`config.mk`:
```
export PLATFORM = sky130hd
export DESIGN_NAME = pair_issue
export DESIGN_NICKNAME = d
export VERILOG_FILES = /design/src/rtl/pair_pkg.sv /design/src/rtl/pair_lock_dp.sv /design/src/rtl/pair_ctrl.sv /design/src/rtl/pair_issue.sv
export SDC_FILE = /design/constraint.sdc
export NUM_CORES = 1
export LEC_CHECK = 0
export BUFFER_PORTS_ARGS = -buffer_cell sky130_fd_sc_hd__buf_2
export CORE_AREA = 2 2 39 41
export DETAILED_ROUTE_END_ITERATION = 16
export DIE_AREA = 0 0 41 43
export PLACE_DENSITY_LB_ADDON = 0.25
export SYNTH_ARGS = -nofsm -noshare
export SYNTH_HDL_FRONTEND = slang
export SYNTH_HIERARCHICAL = 1
export SYNTH_SLANG_ARGS = --single-unit
```
`constraint.sdc`:
```
create_clock -name clk -period 2.8 [get_ports clk]
set_clock_uncertainty 0.1 [all_clocks]
set_input_delay 0.56 -clock clk [delete_from_list [all_inputs] [get_ports clk]]
set_output_delay 0.56 -clock clk [all_outputs]
set_load 0.005 [all_outputs]
```
`src/rtl/pair_pkg.sv`:
```
package pair_pkg;
  localparam int GRP_W = 3;

  typedef enum logic [GRP_W-1:0] {
    GRP_MOVE = 3'd0,
    GRP_INT  = 3'd1,
    GRP_BRA  = 3'd2,
    GRP_MEM  = 3'd3,
    GRP_FLT  = 3'd4,
    GRP_SER  = 3'd5
  } grp_e;

  typedef struct packed {
    logic load;
    logic dec;
  } lock_ctl_t;

  function automatic logic isSerial(input logic [GRP_W-1:0] g);
    return g >= GRP_SER;
  endfunction

  function automatic logic canPair(input logic [GRP_W-1:0] x, input logic [GRP_W-1:0] y);
    logic ok;
    if (isSerial(x) || isSerial(y))               ok = 1'b0;
    else if (x == GRP_MOVE || y == GRP_MOVE)      ok = 1'b1;
    else if (x == y)                              ok = 1'b0;
    else if ((x == GRP_INT && y == GRP_BRA) || (x == GRP_BRA && y == GRP_INT)) ok = 1'b0;
    else if ((x == GRP_BRA && y == GRP_MEM) || (x == GRP_MEM && y == GRP_BRA)) ok = 1'b0;
    else                                          ok = 1'b1;
    return ok;
  endfunction
endpackage

```
`src/rtl/pair_lock_dp.sv`:
```
module pair_lock_dp
  import pair_pkg::*;
#(
  parameter int LOCK_W = 5
) (
  input  logic              clk,
  input  logic              rst,
  input  lock_ctl_t         ctl,
  input  logic [LOCK_W-1:0] loadVal,
  output logic              lockBusy
);
  logic [LOCK_W-1:0] lockCnt;

  always_ff @(posedge clk) begin
    if (rst)           lockCnt <= '0;
    else if (ctl.load) lockCnt <= loadVal;
    else if (ctl.dec)  lockCnt <= lockCnt - LOCK_W'(1);
  end

  assign lockBusy = (lockCnt != '0);
endmodule

```
`src/rtl/pair_ctrl.sv`:
```
module pair_ctrl
  import pair_pkg::*;
#(
  parameter int LOCK_W = 5
) (
  input  logic              rst,
  input  logic              aValid,
  input  logic [GRP_W-1:0]  aGroup,
  input  logic [LOCK_W-1:0] aLock,
  input  logic              bValid,
  input  logic [GRP_W-1:0]  bGroup,
  input  logic              lockBusy,
  output logic              issueA,
  output logic              issueB,
  output lock_ctl_t         ctl
);
  logic open;

  always_comb begin
    open     = !rst && !lockBusy;
    issueA   = open && aValid;
    issueB   = issueA && bValid && canPair(aGroup, bGroup);
    ctl.load = issueA && isSerial(aGroup) && (aLock != '0);
    ctl.dec  = !rst && lockBusy;
  end
endmodule

```
`src/rtl/pair_issue.sv`:
```
module pair_issue
  import pair_pkg::*;
#(
  parameter int LOCK_W = 5
) (
  input  logic              clk,
  input  logic              rst,
  input  logic              aValid,
  input  logic [GRP_W-1:0]  aGroup,
  input  logic [LOCK_W-1:0] aLock,
  input  logic              bValid,
  input  logic [GRP_W-1:0]  bGroup,
  output logic              issueA,
  output logic              issueB,
  output logic              stall
);
  lock_ctl_t ctl;
  logic      lockBusy;

  pair_ctrl #(.LOCK_W(LOCK_W)) uCtrl (
    .rst(rst), .aValid(aValid), .aGroup(aGroup), .aLock(aLock),
    .bValid(bValid), .bGroup(bGroup), .lockBusy(lockBusy),
    .issueA(issueA), .issueB(issueB), .ctl(ctl)
  );

  pair_lock_dp #(.LOCK_W(LOCK_W)) uLock (
    .clk(clk), .rst(rst), .ctl(ctl), .loadVal(aLock), .lockBusy(lockBusy)
  );

  assign stall = lockBusy;
endmodule

```
Word-level counts from Yosys, hierarchy flattened
Index checks and enable logic that the tools add are counted.
{ "word_totals": {"regBits": 5, "latchBits": 0, "mem_bits_rw": 0, "rom_bits": 0, "in_bits": 15, "out_inout_bits": 3, "word_cells": 40, "n_memories": 0} }
{ "classes": {"n_addsub": 1, "mul": 0, "div_mod_pow": 0, "n_lt_le_gt_ge": 2, "eq_ne": 7, "n_shift": 0, "n_mux": 7, "bitwise_logic": 0, "reduce_logical": 22} }
{ "op_table": {"columns": ["operator", "count"], "rows": [
  ["== test 3 x 2 -> 1 bit, second input constant", 4],
  ["logical AND 1 bit", 11],
  ["2-to-1 mux 5 bit", 2],
  ["nonzero test 5 bit", 2],
  ["== test 3 x 1 -> 1 bit, second input constant", 2],
  ["greater-or-equal comparator 3 bit, second input constant", 2],
  ["logical NOT 3 bit", 2],
  ["2-to-1 mux 1 bit", 5],
  ["subtractor 5 x 1 -> 5 bit, second input constant", 1],
  ["logical OR 1 bit", 4],
  ["== test 3 bit", 1],
  ["logical NOT 1 bit", 2],
  ["nonzero test 2 bit", 1]
]} }

Logic depth before layout (Yosys ltp)
{ "depth": {"ltp_word": 9, "mapped_depth": 8, "mapped_depth_nobuf": 7} }

Modules after synthesis
Netlist, hierarchy kept.
{ "by_module_without_submodules": {"columns": ["module", "instances", "cells_per_inst", "area_each_um2", "seq_area_each_um2"], "rows": [
  ["pair_lock_dp", 1, 32, 282.8, 100.1],
  ["pair_ctrl", 1, 14, 101.3, 0.0]
]} }

Worst setup path after synthesis
OpenSTA, ideal clock, no wires.
{ "synth_timing": {"kind": "register to register", "start": "reg uLock.lockCnt[0]", "end": "reg uLock.lockCnt[0]", "setup_time_ns": 0.114, "t_arrival_ns": 2.080, "required_ns": 2.586, "slack_ns": 0.505, "stages_incl_launch_ff": 9, "path_buffers": 1, "synth_period_minus_slack_ns": 2.295, "cell_sequence": "dfxtp_1 -> inv_1 -> ha_1 -> or4b_1 -> nor3b_1 -> nor3b_1 -> clkbuf_1 -> mux2i_1 -> nor2_1"} }
{ "synth_rtl": {"columns": ["element", "line", "text"], "rows": [
  ["start: declaration", "pair_lock_dp.sv:12", "logic [LOCK_W-1:0] lockCnt;"],
  ["start signal: assignment", "pair_lock_dp.sv:16", "else if (ctl.load) lockCnt <= loadVal;"],
  ["start signal: assignment", "pair_lock_dp.sv:17", "else if (ctl.dec) lockCnt <= lockCnt - LOCK_W'(1);"]
]} }

Final worst setup path
{ "layout_timing": {"start": "reg uLock.lockCnt[0]", "end": "out issueB"} }
{ "layout_via": {"elab_chain_cells": 6} }
{ "layout_lines": {"columns": ["element", "line", "text"], "rows": [
  ["nonzero test 5 bit", "pair_lock_dp.sv:20", "assign lockBusy = (lockCnt != '0);"],
  ["logical NOT 1 bit", "pair_ctrl.sv:20", "open = !rst && !lockBusy;"],
  ["logical AND 1 bit", "pair_ctrl.sv:20", null],
  ["logical AND 1 bit", "pair_ctrl.sv:21", "issueA = open && aValid;"],
  ["logical AND 1 bit (2 in a row)", "pair_ctrl.sv:22", "issueB = issueA && bValid && canPair(aGroup, bGroup);"],
  ["end: declaration", "pair_issue.sv:14", "output logic issueB,"]
]} }
Every way passes these cells.

==> results.md <==
* Status: complete, no violations
* Ys flop type: dfxtp_1
* DRT iter0 DRCs at 2
* Max Cap Viol at 0
* Number of flops mapped to enable cells by yosys at 0
* First-pass GRT wire length at 1.317 mm
* Fmax at 0.3908 GHz
* Crit Path Max Fanout at 3
* Layout cells sized above 1 at 37.31%
* Initial Util at 27.76%
* Synth async-reset ratio at 0%
* Num rows at 14
* Largest net degree at the start of global routing at 10
* Final setup viols at 0
* Gate count of the mapped netlist at 46
* RSZ-0062 raised after global routing: false
* H-tree depth at 1
* Core footprint at 0.001384 sq mm
* Largest cells by area after synthesis: dfxtp_1, a21oi_1, nor3b_1
* Clk_lat worst skew at 0.24 ns
* Vias per inst at 4.916
* Detailed-placement wirelength estimate at 747.4 um
* Top cell type by total area after synthesis: dfxtp_1
* Crit path DAT at 1.90 ns
* CTS max path bufs at 2
* CTS tree: built
* Tcrit/Tclk final at 91.40%
* Placed cell areas at 493.0 sq um
* Slew headroom at 74.85%
* Warning count from the yosys run at 6
* Fin nets at 84
* WS Path Type: reg2out
* Setup crit end kind: output port
* Detailed-router iteration count before antenna repair at 3
* Post-CTS Hold Buffers at 0
* Reg with most FFs: uLock/lockCnt
* Vias in the first global route at 317
* Seq cells post-synth at 5
* VDD IR max at 0.4141 mV
* Total wire length at 908 um
* Die footprint at 0.001763 sq mm
* Number of flip-flops in the largest register at 5
* Register area share after synthesis at 26.06%
* Clk slew on worst S/H paths at 0.04 ns
* Most frequent cells after synthesis: a21oi_1, dfxtp_1, inv_1
* IO Port Bufs at 17
* Mapped Avg Cell Area at 8.350 sq um
* Antenna Nets Post-Route at 0
* Post-synth net total at 62
* Leakage Power at 0.2393 nW
* Initial antenna violation count at 0
* Final Max Tran Viols at 0
* Num CTS Buffers at 3
* Total gr overflow at 0
* Routed len/inst at 10.94 um
* Distinct cells, synth at 26
* Worst Setup Start Kind: register
* Hold Fails Final Rpt at 0
* Worst Max-Slew Pin Slew at 0.3764 ns
* I/O Pins at 18
* Setup tns final at 0 ns
* Finished layout cell area at 519.2 sq um
* GRT Util Overall at 11.97%
* Die W at 41 um
* Required time worst endpoint at 2.14 ns
* Synth Cell Area at 384.1 sq um
* Root buf cell: clkbuf_4
* DRC viols at 0
* Top flop regs: uLock/lockCnt: 5 flops
* Vert. Die Dim at 43 um
* Synth top area share at 26.06%
* Area grow syn2layout at 35.18%
* PwrDens at 849.9 mW/mm^2
* Post-CTS resize count at 0
* Worst min-delay path category: in2reg
* Setup repair bufs after CTS at 0
* Via count at 408
* Routability congestion estimate at 0.8173
* Clk sink count at 5
* Tmin final at 2.559 ns
* Total power draw at 0.4413 mW
* Number of antenna diodes at 0
## critical path, cell delays in order (launching register included)
cell and delay [ns]:
dfxtp_1 0.33, inv_1 0.06, ha_1 0.17, or4b_1 0.47, nor3b_1 0.30, o2111a_1 0.22
buf_2 0.10
## cell families (layout without fill, tap and decap cells)
group | after synthesis | in the layout | synth area share, %
AND/OR/NAND/NOR | 16 | 16 | 28.34
AO/OA/AOI/OAI | 14 | 14 | 27.03
buffers and inverters | 6 | 27 | 5.863
flip-flops | 5 | 5 | 26.06
XOR/XNOR | 3 | 3 | 6.842
adder cells (fa/ha/maj) | 1 | 1 | 3.257
multiplexers | 1 | 1 | 2.606
## stage by stage
| stage | hold slack [ns] | std cells | util (%) | setup slack [ns] |
|---|---|---|---|---|
| floorplan | 0.4675 | 46 | - | 0.5054 |
| global placement | 0.4942 | 79 | 35.62 | 0.5344 |
| detailed placement | 0.5056 | 79 | 35.62 | 0.5019 |
| CTS | 0.4775 | 83 | 37.52 | 0.2157 |
| global route | 0.5134 | 83 | 37.52 | 0.07887 |
| finish | 0.4860 | 83 | 37.52 | 0.2409 |
## final cells by class
class	instances	area, sq um
fill	154	864.6
multi-input combinational	35	261.5
sequential	5	100.1
timing repair buffer	18	92.59
clock buffer	4	26.28
tap	16	20.02
inverter	5	18.77
## power by group
| group | internal, mW | switching, mW |
|---|---|---|
| Combinational | 0.122 | 0.103 |
| Clock | 0.0539 | 0.0293 |
| Sequential | 0.103 | 0.0311 |
| Total | 0.278 | 0.163 |
## per-layer routing
| metal | track usage (%) | vias up | part of all wire, % |
|---|---|---|---|
| met1 | 12.30 | 184 | 40 |
| met3 | 4.712 | 2 | 7.2 |
| li1 | - | 211 | - |
| met4 | 12.00 | 0 | 0.99 |
| met5 | 0 | - | 0 |
| met2 | 16.88 | 11 | 52 |
## final timing paths
path	start	endpoint	slack, ns	depth (start not counted)
max	uLock/lockCnt[0]	issueB	0.24	6
min	aLock[0]	uLock/lockCnt[0]	0.49	3
max reg2reg	uLock/lockCnt[0]	uLock/lockCnt[0]	0.61	8
min reg2reg	uLock/lockCnt[4]	uLock/lockCnt[4]	0.51	2
## placed cells by master (no fill, tap or decap)
cell type / netlist / final
or4_1: 1 / 1
nand2_1: 1 / 1
mux2i_1: 1 / 1
nor4_1: 1 / 1
nor4b_2: 1 / 1
xor2_1: 2 / 2
a2111oi_1: 1 / 1
nand3b_1: 1 / 1
nand2_2: 1 / 1
nor2b_1: 2 / 2
o21a_1: 2 / 2
o21ba_2: 1 / 1
clkbuf_4: 0 / 3
inv_1: 5 / 5
clkbuf_1: 1 / 1
ha_1: 1 / 1
a211o_2: 1 / 1
xnor2_1: 1 / 1
o2111a_1: 1 / 1
or4b_1: 1 / 1
nand2b_1: 1 / 1
nor3b_1: 3 / 3
o31a_1: 2 / 2
dfxtp_1: 5 / 5
nor2_1: 3 / 3
buf_2: 0 / 17
buf_4: 0 / 1
o21ai_0: 1 / 1
a21oi_1: 5 / 5
No activity file was read; power rests on OpenSTA's default activity.
